===== src/rtl/tla_pkg.sv =====
package tla_pkg;
  localparam logic [2:0] OP_BOOL = 3'd0;
  localparam logic [2:0] OP_ADD  = 3'd1;
  localparam logic [2:0] OP_SUB  = 3'd2;
  localparam logic [2:0] OP_MGEN = 3'd3;
  localparam logic [2:0] OP_EXP  = 3'd4;

  localparam logic [1:0] SZ_WORD = 2'd0;
  localparam logic [1:0] SZ_HALF = 2'd1;

  localparam logic [1:0] WC_ALWAYS = 2'd0;
  localparam logic [1:0] WC_LT     = 2'd1;
  localparam logic [1:0] WC_NLT    = 2'd2;
endpackage


===== src/rtl/tla_bool3.sv =====
module tla_bool3 #(
  parameter int DATA_W = 32
) (
  input  logic [7:0]        func,
  input  logic [DATA_W-1:0] a,
  input  logic [DATA_W-1:0] b,
  input  logic [DATA_W-1:0] c,
  output logic [DATA_W-1:0] y
);
  for (genvar i = 0; i < DATA_W; i++) begin : g_bit
    assign y[i] = func[{a[i], b[i], c[i]}];
  end
endmodule


===== src/rtl/tla_lane_adder.sv =====
module tla_lane_adder
  import tla_pkg::*;
#(
  parameter int DATA_W  = 32,
  parameter int SLICE_W = 8,
  localparam int NS     = DATA_W / SLICE_W
) (
  input  logic [DATA_W-1:0] a,
  input  logic [DATA_W-1:0] b,
  input  logic              sub,
  input  logic [1:0]        size,
  output logic [DATA_W-1:0] sum,
  output logic [NS-1:0]     cout
);
  logic [NS:0]   chain;
  logic [NS-1:0] start;
  assign chain[0] = sub;

  for (genvar k = 0; k < NS; k++) begin : g_slice
    logic [SLICE_W-1:0] bx;
    logic               cin;
    assign start[k] = (size == SZ_WORD) ? (k == 0) :
                      (size == SZ_HALF) ? (k % 2 == 0) : 1'b1;
    assign bx  = b[k*SLICE_W +: SLICE_W] ^ {SLICE_W{sub}};
    assign cin = start[k] ? sub : chain[k];
    assign {chain[k+1], sum[k*SLICE_W +: SLICE_W]} =
      {1'b0, a[k*SLICE_W +: SLICE_W]} + {1'b0, bx} + {{SLICE_W{1'b0}}, cin};
  end

  always_comb begin
    cout = '0;
    for (int k = 0; k < NS; k++) begin
      if (size == SZ_WORD) begin
        if (k == NS - 1) cout[0] = chain[k+1];
      end else if (size == SZ_HALF) begin
        if (k % 2 == 1) cout[k/2] = chain[k+1];
      end else begin
        cout[k] = chain[k+1];
      end
    end
  end
endmodule


===== src/rtl/tla_mask_unit.sv =====
module tla_mask_unit
  import tla_pkg::*;
#(
  parameter int DATA_W  = 32,
  parameter int SLICE_W = 8,
  localparam int NS     = DATA_W / SLICE_W,
  localparam int ARG_W  = $clog2(DATA_W) + 1
) (
  input  logic [ARG_W-1:0]  arg,
  input  logic [NS-1:0]     mf,
  input  logic [1:0]        size,
  output logic [DATA_W-1:0] gen_mask,
  output logic [DATA_W-1:0] exp_mask
);
  for (genvar i = 0; i < DATA_W; i++) begin : g_gen
    assign gen_mask[i] = (int'(arg) > i);
  end

  for (genvar k = 0; k < NS; k++) begin : g_exp
    logic pick;
    assign pick = (size == SZ_WORD) ? mf[0] :
                  (size == SZ_HALF) ? mf[k/2] : mf[k];
    assign exp_mask[k*SLICE_W +: SLICE_W] = {SLICE_W{pick}};
  end
endmodule


===== src/rtl/tri_lane_alu.sv =====
module tri_lane_alu
  import tla_pkg::*;
#(
  parameter int DATA_W  = 32,
  parameter int SLICE_W = 8,
  localparam int NS     = DATA_W / SLICE_W,
  localparam int ARG_W  = $clog2(DATA_W) + 1
) (
  input  logic              clk,
  input  logic              rst,
  input  logic              in_valid_i,
  input  logic [2:0]        op_i,
  input  logic [7:0]        func_i,
  input  logic [1:0]        size_i,
  input  logic [1:0]        wr_cond_i,
  input  logic              sel_neg_i,
  input  logic              flg_neg_i,
  input  logic              flg_lt_i,
  input  logic [DATA_W-1:0] src_a_i,
  input  logic [DATA_W-1:0] src_b_i,
  input  logic [DATA_W-1:0] src_alt_i,
  input  logic [DATA_W-1:0] src_c_i,
  input  logic [NS-1:0]     mf_i,
  output logic [DATA_W-1:0] res_o,
  output logic [NS-1:0]     lane_cout_o,
  output logic              done_o
);
  logic [DATA_W-1:0] b_eff, bool_y, sum_y, gen_y, exp_y, nxt_res;
  logic [NS-1:0]     sum_c, nxt_cout;
  logic              cond_ok, wr_en;

  assign b_eff = (sel_neg_i && !flg_neg_i) ? src_alt_i : src_b_i;

  tla_bool3 #(.DATA_W(DATA_W)) u_bool (
    .func(func_i), .a(src_a_i), .b(b_eff), .c(src_c_i), .y(bool_y)
  );

  tla_lane_adder #(.DATA_W(DATA_W), .SLICE_W(SLICE_W)) u_add (
    .a(src_a_i), .b(b_eff), .sub(op_i == OP_SUB), .size(size_i),
    .sum(sum_y), .cout(sum_c)
  );

  tla_mask_unit #(.DATA_W(DATA_W), .SLICE_W(SLICE_W)) u_mask (
    .arg(src_a_i[ARG_W-1:0]), .mf(mf_i), .size(size_i),
    .gen_mask(gen_y), .exp_mask(exp_y)
  );

  always_comb begin
    unique case (wr_cond_i)
      WC_ALWAYS: cond_ok = 1'b1;
      WC_LT:     cond_ok = flg_lt_i;
      WC_NLT:    cond_ok = !flg_lt_i;
      default:   cond_ok = 1'b0;
    endcase
  end
  assign wr_en = in_valid_i && cond_ok;

  always_comb begin
    nxt_cout = '0;
    case (op_i)
      OP_BOOL: nxt_res = bool_y;
      OP_ADD, OP_SUB: begin
        nxt_res  = sum_y;
        nxt_cout = sum_c;
      end
      OP_MGEN: nxt_res = gen_y;
      OP_EXP:  nxt_res = exp_y;
      default: nxt_res = '0;
    endcase
  end

  always_ff @(posedge clk) begin
    if (rst) begin
      res_o       <= '0;
      lane_cout_o <= '0;
      done_o      <= 1'b0;
    end else begin
      done_o <= wr_en;
      if (wr_en) begin
        res_o       <= nxt_res;
        lane_cout_o <= nxt_cout;
      end
    end
  end

  // code 0xF0 passes A straight through
  a_r1_pass_a: assert property (@(posedge clk) disable iff (rst)
    (wr_en && op_i == OP_BOOL && func_i == 8'hF0) |=> res_o == $past(src_a_i));

  // halfword split leaves the upper carry flags clear
  a_r3_half_cout: assert property (@(posedge clk) disable iff (rst)
    (wr_en && (op_i == OP_ADD || op_i == OP_SUB) && size_i == SZ_HALF)
      |=> (lane_cout_o >> (NS/2)) == '0);

  // generated mask has min(n, DATA_W) ones
  a_r5_mask_count: assert property (@(posedge clk) disable iff (rst)
    (wr_en && op_i == OP_MGEN) |=>
      $countones(res_o) == ((int'($past(src_a_i[ARG_W-1:0])) > DATA_W) ?
                            DATA_W : int'($past(src_a_i[ARG_W-1:0]))));

  // byte expansion yields uniform slices
  for (genvar k = 0; k < NS; k++) begin : g_chk
    a_r6_uniform_slice: assert property (@(posedge clk) disable iff (rst)
      (wr_en && op_i == OP_EXP) |=>
        (res_o[k*SLICE_W +: SLICE_W] == '0 || res_o[k*SLICE_W +: SLICE_W] == '1));
  end

  // a suppressed write leaves the outputs untouched
  a_r7_hold: assert property (@(posedge clk) disable iff (rst)
    (in_valid_i && !wr_en) |=> ($stable(res_o) && $stable(lane_cout_o) && !done_o));
endmodule


===== config.mk =====
export PLATFORM = sky130hd
export DESIGN_NAME = tri_lane_alu
export DESIGN_NICKNAME = d
export VERILOG_FILES = /design/src/rtl/tla_pkg.sv /design/src/rtl/tla_bool3.sv /design/src/rtl/tla_lane_adder.sv /design/src/rtl/tla_mask_unit.sv /design/src/rtl/tri_lane_alu.sv
export SDC_FILE = /design/constraint.sdc
export NUM_CORES = 1
export LEC_CHECK = 0
export CAP_MARGIN = 25
export CORE_MARGIN = 3
export CORE_UTILIZATION = 45
export CTS_CLUSTER_DIAMETER = 80
export CTS_CLUSTER_SIZE = 14
export DETAILED_ROUTE_END_ITERATION = 8
export MAX_ROUTING_LAYER = met4
export PLACE_DENSITY = 0.82
export SYNTH_ARGS = -nofsm -noshare
export SYNTH_HDL_FRONTEND = slang
export SYNTH_HIERARCHICAL = 1
export SYNTH_SLANG_ARGS = --single-unit

===== constraint.sdc =====
create_clock -name clk -period 11.7 [get_ports clk]
set_input_delay 2.34 -clock clk [delete_from_list [all_inputs] [get_ports clk]]
set_output_delay 2.34 -clock clk [all_outputs]
set_load 0.01 [all_outputs]

# Word level (Yosys, flattened, before mapping)
# Cells that the tools add are included.
[totals] latchBits=0 in_bits=153 mem_bits_ro=0 ramBits=0 mem_count=0 register_bits=37 out_inout_bits=37 elab_cells=184
[op_classes] muxes=90 multipliers=0 div=0 n_reduce_logical=8 addsub=8 bitwise_logic=4 eq_ne=7 magnitude_cmp=64 shifts=0
[ops] cell="3-bit by 4-bit less-than comparator with 1-bit output (second input constant)" n=32
[ops] cell="32-bit one-hot mux with 4 select lines" n=1
[ops] cell="1-bit binary-select mux with 3-bit select" n=32
[ops] cell="6-bit by 5-bit > comparator with 1-bit output (second input constant)" n=16
[ops] cell="1-bit two-way mux" n=53
[ops] cell="6-bit by 4-bit > comparator with 1-bit output (second input constant)" n=8
[ops] cell="8-bit by 8-bit adder with 9-bit output" n=4
[ops] cell="9-bit by 1-bit adder with 9-bit output" n=4
[ops] cell="32-bit two-way mux" n=1
[ops] cell="8-bit XOR" n=4
[ops] cell="6-bit by 3-bit > comparator with 1-bit output (second input constant)" n=4
[ops] cell="6-bit by 1-bit > comparator with 1-bit output (second input constant)" n=2
[ops] cell="6-bit by 2-bit > comparator with 1-bit output (second input constant)" n=2
[ops] cell="3-bit by 2-bit == test with 1-bit output (second input constant)" n=2
[ops] cell="2-bit by 1-bit == test with 1-bit output (second input constant)" n=2
[ops] cell="2-bit logical NOT" n=2
[ops] cell="4-bit two-way mux" n=1
[ops] cell="3-bit by 1-bit == test with 1-bit output (second input constant)" n=1
[ops] cell="3-bit == test (second input constant)" n=1
[ops] cell="3-bit logical NOT" n=1
[ops] cell="1-bit one-hot mux with 3 select lines" n=1
[ops] cell="2-bit == test (second input constant)" n=1
[ops] cell="1-bit logical AND" n=2
[ops] cell="1-bit logical NOT" n=2
[ops] cell="2 further kinds" n=2

# Depth between registers and ports, before layout
# Gate-level depths: netlist of run 1.
[logic_depth] word_depth=15 ltp_mapped=35 mapped_depth_nobuf=33

# Modules after synthesis
# Netlist of run 1, hierarchy kept.
[modules_own_cells] module="tri_lane_alu" n_inst=1 area_each_um2=2326.0 seq_area_each_um2=740.7 cells_each=222
[modules_own_cells] module="tla_bool3" n_inst=1 area_each_um2=2139.6 seq_area_each_um2=0.0 cells_each=120
[modules_own_cells] module="tla_lane_adder" n_inst=1 area_each_um2=1727.9 seq_area_each_um2=0.0 cells_each=225
[modules_own_cells] module="tla_mask_unit" n_inst=1 area_each_um2=630.6 seq_area_each_um2=0.0 cells_each=98

# Worst setup path after synthesis of run 1
# Ideal clock, no wire load.
[synth_timing] path_type="input to register" startpoint="input port flg_neg_i" endpoint="register res_o[30]" required_time_ns=11.575 stages=35 path_slack_ns=2.604 arrival_time_ns=8.971 n_path_buf=2 setup_time_ns=0.125 path_cell_list="nand2b_1 clkbuf_1 buf_2 mux2_2 xor2_1 inv_1 fa_1 nor2b_1 o31a_1 nor4_1 o21bai_1 o21ai_0 fa_1 fa_1 nor2b_1 o31a_1 a221oi_2 nand2_1 o21ai_0 fa_1 fa_1 nor2b_1 o31a_1 o311ai_1 nand2_1 o21ai_0 fa_1 fa_1 nand2b_1 a21oi_1 a21o_1 a21oi_1 xnor2_1 a222oi_1 o2bb2ai_1"
[synth_between] elab_chain_len=13 elab_cells_between_ends=21 classes_between="add/sub (8); mux (7); bitwise (4); reduce/logical (2)"
[synth_rtl] element="start: declaration" line_no="tri_lane_alu.sv:17" text="input logic flg_neg_i,"
[synth_rtl] element="1-bit logical NOT" line_no="tri_lane_alu.sv:32" text="assign b_eff = (sel_neg_i && !flg_neg_i) ? src_alt_i : src_b_i;"
[synth_rtl] element="1-bit logical AND" line_no="tri_lane_alu.sv:32"
[synth_rtl] element="32-bit two-way mux" line_no="tri_lane_alu.sv:32"
[synth_rtl] element="named net b_eff[1]" line_no="tri_lane_alu.sv:28" text="logic [DATA_W-1:0] b_eff, bool_y, sum_y, gen_y, exp_y, nxt_res;"
[synth_rtl] element="8-bit XOR" line_no="tla_lane_adder.sv:24" text="assign bx = b[k*SLICE_W +: SLICE_W] ^ {SLICE_W{sub}};"
[synth_rtl] element="8-bit by 8-bit adder with 9-bit output" line_no="tla_lane_adder.sv:27" text="{1'b0, a[k*SLICE_W +: SLICE_W]} + {1'b0, bx} + {{SLICE_W{1'b0}}, cin};"
[synth_rtl] element="9-bit by 1-bit adder with 9-bit output" line_no="tla_lane_adder.sv:27"
[synth_rtl] element="1-bit two-way mux" line_no="tla_lane_adder.sv:25" text="assign cin = start[k] ? sub : chain[k];"
[synth_rtl] element="9-bit by 1-bit adder with 9-bit output" line_no="tla_lane_adder.sv:27"
[synth_rtl] element="1-bit two-way mux" line_no="tla_lane_adder.sv:25"
[synth_rtl] element="9-bit by 1-bit adder with 9-bit output" line_no="tla_lane_adder.sv:27"
[synth_rtl] element="1-bit two-way mux" line_no="tla_lane_adder.sv:25"
[synth_rtl] element="9-bit by 1-bit adder with 9-bit output" line_no="tla_lane_adder.sv:27"
[synth_rtl] element="named net sum_y[30]" line_no="tri_lane_alu.sv:28"
[synth_rtl] element="32-bit one-hot mux with 4 select lines" line_no="tri_lane_alu.sv:60" text="case (op_i)"
[synth_rtl] element="end signal: assignment" line_no="tri_lane_alu.sv:80" text="res_o <= nxt_res;"
[synth_rtl] element="end: declaration" line_no="tri_lane_alu.sv:24" text="output logic [DATA_W-1:0] res_o,"
# The timed path passes the listed nets, and every way through them passes these cells. The select of a mux whose other input is x is not followed.
# A chain may end at the register's enable or synchronous reset.

# Final worst setup path of run 1
[layout_timing] startpoint="input port flg_neg_i" endpoint="register lane_cout_o[0]"
[layout_between] elab_chain_len=14 elab_cells_between_ends=23 classes_between="add/sub (8); mux (9); bitwise (4); reduce/logical (2)"
[layout_rtl] element="1-bit logical NOT *" line_no="tri_lane_alu.sv:32"
[layout_rtl] element="1-bit logical AND *" line_no="tri_lane_alu.sv:32"
[layout_rtl] element="32-bit two-way mux *" line_no="tri_lane_alu.sv:32"
[layout_rtl] element="named net b_eff[2]" line_no="tri_lane_alu.sv:28"
[layout_rtl] element="8-bit XOR *" line_no="tla_lane_adder.sv:24"
[layout_rtl] element="8-bit by 8-bit adder with 9-bit output *" line_no="tla_lane_adder.sv:27"
[layout_rtl] element="9-bit by 1-bit adder with 9-bit output *" line_no="tla_lane_adder.sv:27"
[layout_rtl] element="1-bit two-way mux" line_no="tla_lane_adder.sv:25"
[layout_rtl] element="9-bit by 1-bit adder with 9-bit output" line_no="tla_lane_adder.sv:27"
[layout_rtl] element="1-bit two-way mux" line_no="tla_lane_adder.sv:25"
[layout_rtl] element="9-bit by 1-bit adder with 9-bit output" line_no="tla_lane_adder.sv:27"
[layout_rtl] element="1-bit two-way mux" line_no="tla_lane_adder.sv:25"
[layout_rtl] element="9-bit by 1-bit adder with 9-bit output" line_no="tla_lane_adder.sv:27"
[layout_rtl] element="1-bit two-way mux *" line_no="tla_lane_adder.sv:33" text="if (size == SZ_WORD) begin"
[layout_rtl] element="named net sum_c[0]" line_no="tri_lane_alu.sv:29" text="logic [NS-1:0] sum_c, nxt_cout;"
[layout_rtl] element="4-bit two-way mux *" line_no="tri_lane_alu.sv:60"
[layout_rtl] element="end signal: assignment" line_no="tri_lane_alu.sv:81" text="lane_cout_o <= nxt_cout;"
[layout_rtl] element="end: declaration" line_no="tri_lane_alu.sv:25" text="output logic [NS-1:0] lane_cout_o,"
# The timed path passes the listed nets; every way through them passes the cells marked *.

==> reports/qor.json, run 1 <==
{
  "routing": {
    "vias": 6580,
    "pre_antenna_drt_iters": 9,
    "remaining_drc_errors": 2,
    "wirelength_um": 23800,
    "detail_route.wl_per_cell_um": 24.5,
    "routed_via_density": 6.78,
    "drtIter0Drc": 802,
    "final_antenna_net_count": 0
  },
  "power_and_ir_drop": {
    "power.density_nw_per_um2": 77.0,
    "totalPowerFinal_w": 0.000667,
    "leakagePower_nw": 3.37,
    "peak_supply_drop_uv": 54.3
  },
  "clocking": {
    "cts-hold-fix-buffers": 0,
    "cts-root-buf": "clkbuf_16",
    "post_cts_resize_count": 0,
    "setup_repair_bufs_after_cts": 0,
    "numClockSinks": 37,
    "worstSkewPairLatency_ps": 290,
    "clkTransAtPathRegs_ps": 70,
    "clock_tree_from_tritoncts": "built",
    "numCtsBuffers": 5,
    "cts_max_level": 2,
    "ctsLongestPathBuffers": 2
  },
  "global_route": {
    "grt_first_pass_wirelength_um": 35900,
    "grt.met2_usage": 0.452,
    "grt_pass1_vias": 6564,
    "gr-usage-all-layers": 0.284,
    "grt_start_max_net_pins": 37,
    "antenna_violations_before_repair": 1,
    "top_usage_layer": "met2",
    "globalRouteMet1Util": 0.359,
    "globalRouteOverflowTotal": 0,
    "grt_util_met3": 0.0404
  },
  "timing": {
    "post-route-period-util": 0.892,
    "setup_total_negative_slack_ps": 0,
    "setup_viol_count_final": 0,
    "layout_min_cycle_time_ps": 10440,
    "maxSlewHeadroom": 0.384,
    "timing.fmax_ghz": 0.0958,
    "worst_slew_pin_slew_ps": 922,
    "finalHoldViolations": 0,
    "hold_ws_ps": 454,
    "rsz0062_at_grt": "false",
    "maxSlewViolCount": 0,
    "fin_worst_skew_ps": 0
  },
  "yosys": {
    "synth-edff-count": 0,
    "yosys.area.top_type": "mux4_1",
    "post_synth_main_area_contributors": "mux4_1, dfxtp_1, mux2_2, ha_1, a222oi_1",
    "yosys.cell_types.count": 60,
    "count_of_yosys_warnings_during_synthesis": 6,
    "synth-seq-cells": 37,
    "syn_area_um2": 6820,
    "yosys_most_used_dff": "dfxtp_1",
    "postSynthAreaPerCell_um2": 10.3,
    "post_synth_inst_count": 665,
    "yosys.area.top_type_share": 0.208,
    "synth-async-reset-ratio": 0,
    "seq_area_frac_synth": 0.109,
    "synth_fp_nets": 853
  },
  "floorplanning": {
    "placeableCoreArea_um2": 14700,
    "chipHeight_um": 129,
    "start_util": 0.464,
    "die_area_um2": 16700,
    "die_width_um": 129,
    "pin_count": 190,
    "rows": 44
  },
  "critical_path": {
    "startpoint_type": "input port",
    "critical_path.max_stage_delay_ps": 520,
    "worstSetupPathType": "in -> reg",
    "startpoint": "flg_neg_i",
    "timing.critical_path.to_type": "flip-flop",
    "worstPathMaxFanout": 10,
    "family_of_cells_with_the_greatest_summed_delay_on_the_critical_path": "adder cells",
    "timing.critical_path.buf_inv": 2,
    "r2r-start": "res_o[21]",
    "worst_path_max_delay_cell": "a211oi_1",
    "worst_r2r_path_depth": 1,
    "setup.reg_to_reg.worst_slack_ps": 11030,
    "cp.arrival_ps": 10660,
    "timing.critical_path.required_ps": 11920,
    "critical_path.most_common_cell": "fa_1",
    "regToRegEndpoint": "res_o[21]"
  },
  "layout": {
    "nets": 973,
    "layout_commonest_cell": "clkdlybuf4s50_1",
    "drive_above_1_share": 0.145,
    "layout-area-overhead-vs-synth_pct": 27.0,
    "top_library_cells_by_usage_in_the_layout_fill_and_taps_aside": "clkdlybuf4s50_1, mux2_2, mux4_1",
    "instances_no_fill": 971,
    "postLayoutCoreUtil": 0.590
  },
  "min_path": {
    "hold_path.startpoint": "lane_cout_o[2]",
    "worstHoldPathCells": 2,
    "hold_crit_class": "reg -> reg",
    "whs_endpoint": "lane_cout_o[2]"
  },
  "placement": {
    "io_buffers": 189,
    "routabilityCongestion": 0.998,
    "hpwl_um": 17500,
    "numPlacedInstances": 962
  },
  "job": {
    "drv.max_cap_violation_count": 0
  },
  "status": {
    "failed_checks": "design-rule violations",
    "run_status": "complete, but fails checks"
  }
}
==> metrics by stage <==
stage	instance area [um2]	setup slack (ps)
after floorplan	6820	2600
after global placement	8460	1330
after detailed placement	8510	1120
after CTS	8670	1390
after global routing	8670	767
final	8670	1260
==> area by class of cell <==
type | count | area [um2]
antenna | 1 | 2.50
multi-input combinational | 505 | 5370
inverter | 29 | 109
tap | 184 | 230
clock buffer | 6 | 139
timing repair buffer | 207 | 2060
fill | 1237 | 6030
sequential | 37 | 741
clock inverter | 2 | 13.8
==> cells in the mapped netlist, types with 3 or more instances <==
cell / count
o21a_1: 12
mux2i_1: 5
fa_1: 7
nor2b_1: 6
nor3_1: 4
mux4_2: 10
nand3_1: 10
buf_2: 27
nand2b_1: 7
inv_1: 28
a21oi_1: 21
o2111ai_1: 3
a21o_1: 7
nand3b_1: 3
dfxtp_1: 37
xnor2_1: 18
nand4_1: 3
o31a_1: 4
buf_6: 8
dlymetal6s2s_1: 5
a222oi_1: 30
o21ai_0: 19
buf_4: 32
a22o_1: 30
xor2_1: 34
nor2_1: 24
clkbuf_1: 22
o211ai_1: 3
mux4_1: 54
mux2_2: 63
o21ai_1: 3
nand2_1: 24
ha_1: 28
and2_1: 3
o2bb2ai_1: 31
o21bai_1: 8
==> flip-flops by register name, indices dropped and copies added (netlist names) <==
name and cells:
lane_cout_o 4, done_o 1, res_o 32
==> power breakdown <==
part | total, W | leakage (nW) | switching [W] | internal [W]
clock | 0.000146 | 0.0768 | 0.0000608 | 0.0000850
combinational | 0.000387 | 2.99 | 0.000186 | 0.000202
sequential | 0.000134 | 0.300 | 0.00000314 | 0.000131
total | 0.000667 | 3.37 | 0.000250 | 0.000418
==> cell families (layout without fill, tap and decap cells) <==
| family | Yosys count | after routing | synth area share |
|---|---|---|---|
| muxes | 136 | 136 | 0.360 |
| AOI/OAI and AO/OA | 185 | 185 | 0.214 |
| xor gates and xnor gates | 52 | 52 | 0.0667 |
| DFF | 37 | 37 | 0.109 |
| adders and majority gates | 35 | 35 | 0.0719 |
| other | 0 | 1 | 0 |
| buffers and inverters | 123 | 244 | 0.105 |
| and+or+nand+nor | 97 | 97 | 0.0739 |
==> tightest hold or removal path: stages, from the launching register on <==
cell	delay [ps]
dfxtp_1	310
nand2_1	50
a21oi_1	50
==> routing by layer <==
layer | routed length (um) | up-vias
met1 | 9360 | 3186
li1 | - | 2887
met3 | 2360 | 82
met2 | 11100 | 425
met5 | 0 | -
met4 | 1040 | 0
==> worst max-delay path by stage <==
stage,to,cells after the start
2_1_floorplan,res_o[30],35
3_3_place_gp,lane_cout_o[0],34
3_5_place_dp,lane_cout_o[0],34
4_1_cts,lane_cout_o[0],34
5_1_grt,lane_cout_o[0],34
6_report,lane_cout_o[0],34
No activity file was read; power rests on OpenSTA's default activity.
==> inputs of run 2 (changes only) <==
- REMOVE_ABC_BUFFERS: not set -> 1
==> reports/qor.json, run 2 (synthesis gave the netlist of run 1 again) <==
{
  "layout": {
    "largest_register_by_flop_count": "res_o",
    "fill_cell_count": {"value": 1233, "change": "-0.32%"},
    "top_library_cells_by_usage_in_the_layout_fill_and_taps_aside": "clkdlybuf4s50_1, mux2_2, mux4_1",
    "reg.largest.list": "res_o x32, lane_cout_o x4, done_o x1",
    "multiInputGateArea": {"value": 5380, "unit": "um2", "change": "+0.16%"},
    "insertedDiodeCount": {"value": 0, "change": "-1"},
    "nets": {"value": 973, "change": "unchanged"},
    "drive_above_1_share": {"value": 0.144, "change": "-0.000906"},
    "final_cell_area": {"value": 8680, "unit": "um2", "change": "+0.10%"},
    "layout-area-overhead-vs-synth_pct": 27.2,
    "largest_reg_flops": {"value": 32, "change": "unchanged"},
    "instances_no_fill": {"value": 968, "change": "-0.31%"},
    "layout_commonest_cell": "clkdlybuf4s50_1",
    "seq_area": {"value": 741, "unit": "um2", "change": "unchanged"}
  },
  "floorplanning": {
    "start_util": {"value": 0.464, "change": "unchanged"},
    "pin_count": {"value": 190, "change": "unchanged"},
    "rows": {"value": 44, "change": "unchanged"},
    "die_width": {"value": 129, "unit": "um", "change": "unchanged"},
    "placeableCoreArea": {"value": 14700, "unit": "um2", "change": "unchanged"},
    "chipHeight": {"value": 129, "unit": "um", "change": "unchanged"},
    "die_area": {"value": 16700, "unit": "um2", "change": "unchanged"}
  },
  "job": {
    "drv.max_cap_violation_count": {"value": 0, "change": "unchanged"}
  },
  "critical_path": {
    "startpoint_type": "input port",
    "timing.critical_path.to_type": "flip-flop",
    "cp.arrival": {"value": 10470, "unit": "ps", "change": "-190 ps"},
    "family_of_cells_with_the_greatest_summed_delay_on_the_critical_path": "adder cells",
    "worstPathMaxFanout": {"value": 26, "change": "+16"},
    "critical_path.max_stage_delay": {"value": 650, "unit": "ps", "change": "+130 ps"},
    "worst_path_max_delay_cell": "clkdlybuf4s50_1",
    "timing.critical_path.required": {"value": 11910, "unit": "ps", "change": "about the same"},
    "critical_path.most_common_cell": "fa_1",
    "timing.critical_path.buf_inv": {"value": 3, "change": "+1"},
    "worstSetupPathType": "in -> reg"
  },
  "placement": {
    "numPlacedInstances": {"value": 956, "change": "-0.62%"},
    "io_buffers": {"value": 189, "change": "unchanged"},
    "post_dp_cell_area": {"value": 8460, "unit": "um2", "change": "-0.66%"},
    "routabilityCongestion": {"value": 0.943, "change": "-5.5%"},
    "hpwl": {"value": 16000, "unit": "um", "change": "-8.4%"},
    "post-place-ws": {"value": 1290, "unit": "ps", "change": "+174 ps"}
  },
  "routing": {
    "routed_via_density": {"value": 6.59, "change": "-2.8%"},
    "final_antenna_net_count": {"value": 0, "change": "unchanged"},
    "wirelength": {"value": 21900, "unit": "um", "change": "-8.2%"},
    "pre_antenna_drt_iters": {"value": 7, "change": "-2"},
    "vias": {"value": 6379, "change": "-3.1%"},
    "detail_route.wl_per_cell": {"value": 22.6, "unit": "um", "change": "-7.9%"},
    "remaining_drc_errors": {"value": 0, "change": "-2"},
    "drtIter0Drc": {"value": 808, "change": "+0.75%"}
  },
  "power_and_ir_drop": {
    "leakagePower": {"value": 3.37, "unit": "nW", "change": "about the same"},
    "totalPowerFinal": {"value": 0.000643, "unit": "W", "change": "-3.6%"},
    "power.density": {"value": 74.1, "unit": "nW/um2", "change": "-3.7%"},
    "peak_supply_drop": {"value": 54.7, "unit": "uV", "change": "+0.81%"}
  },
  "timing": {
    "maxSlewViolCount": {"value": 0, "change": "unchanged"},
    "layout_min_cycle_time": {"value": 10260, "unit": "ps", "change": "-181 ps"},
    "post-route-period-util": {"value": 0.877, "change": "-0.0155"},
    "finalHoldViolations": {"value": 0, "change": "unchanged"},
    "fin_worst_skew": {"value": 0, "unit": "ps", "change": "unchanged"},
    "maxSlewHeadroom": {"value": 0.388, "change": "+0.00345"},
    "setup_viol_count_final": {"value": 0, "change": "unchanged"},
    "rsz0062_at_grt": "false",
    "worst_slew_pin_slew": {"value": 916, "unit": "ps", "change": "-5.16 ps"},
    "final_critical_path_setup_slack": {"value": 1440, "unit": "ps", "change": "+181 ps"},
    "timing.fmax": {"value": 0.0975, "unit": "GHz", "change": "+1.8%"}
  },
  "clocking": {
    "cts_max_level": {"value": 2, "change": "unchanged"},
    "post_cts_resize_count": {"value": 0, "change": "unchanged"},
    "clock_tree_from_tritoncts": "built",
    "numClockSinks": {"value": 37, "change": "unchanged"},
    "setup_repair_bufs_after_cts": {"value": 0, "change": "unchanged"},
    "cts-hold-fix-buffers": {"value": 0, "change": "unchanged"},
    "cts-root-buf": "clkbuf_16",
    "numCtsBuffers": {"value": 5, "change": "unchanged"},
    "clkTransAtPathRegs": {"value": 60, "unit": "ps", "change": "about the same"},
    "ctsLongestPathBuffers": {"value": 2, "change": "unchanged"},
    "worstSkewPairLatency": {"value": 280, "unit": "ps", "change": "about the same"}
  },
  "global_route": {
    "grt_pass1_vias": {"value": 6356, "change": "-3.2%"},
    "antenna_violations_before_repair": {"value": 0, "change": "-1"},
    "globalRouteOverflowTotal": {"value": 0, "change": "unchanged"},
    "grt_start_max_net_pins": {"value": 37, "change": "unchanged"},
    "grt_first_pass_wirelength": {"value": 34000, "unit": "um", "change": "-5.5%"},
    "gr-usage-all-layers": {"value": 0.264, "change": "-0.0199"}
  },
  "status": {
    "run_status": "finished, final reports clean"
  },
  "min_path": {
    "hold_crit_class": "reg -> reg"
  }
}
==> run 2: where the power goes <==
part	switching (W)	leakage, nW	internal, W
sequential	0.00000289	0.300	0.000131
clock	0.0000541	0.0655	0.0000763
combinational	0.000176	3.01	0.000202
==> run 2: cell type report <==
type | count | share of cell area
multi-input combinational | 505 | 0.620
tap | 184 | 0.0265
clock inverter | 1 | 0.000577
inverter | 29 | 0.0125
timing repair buffer | 207 | 0.241
clock buffer | 5 | 0.0144
sequential | 37 | 0.0854
==> run 2: through the flow <==
| stage | util | TNS [ps] | hold slack [ps] |
|---|---|---|---|
| after floorplan | - | -737 | 470 |
| after global placement | 0.573 | 0 | 447 |
| after detailed placement | 0.575 | 0 | 448 |
| after CTS | 0.584 | 0 | 466 |
| after global routing | 0.590 | 0 | 482 |
| final | 0.590 | 0 | 461 |
==> run 2: path summary, 6_finish.rpt <==
check	depth (start not counted)	end	startpoint	slack [ps]
setup / recovery	34	lane_cout_o[0]	op_i[1]	1440
hold / removal	1	res_o[15]	res_o[15]	460
setup reg to reg	1	res_o[21]	res_o[21]	11020
hold reg to reg	1	res_o[15]	res_o[15]	460
==> run 2: metal layers <==
metal | routed length [um] | track usage | vias up
li1 | - | - | 2880
met1 | 8960 | 0.346 | 3096
met2 | 10600 | 0.438 | 371
met3 | 1900 | 0.0342 | 32
met4 | 401 | 0.0605 | 0
met5 | 0 | - | -
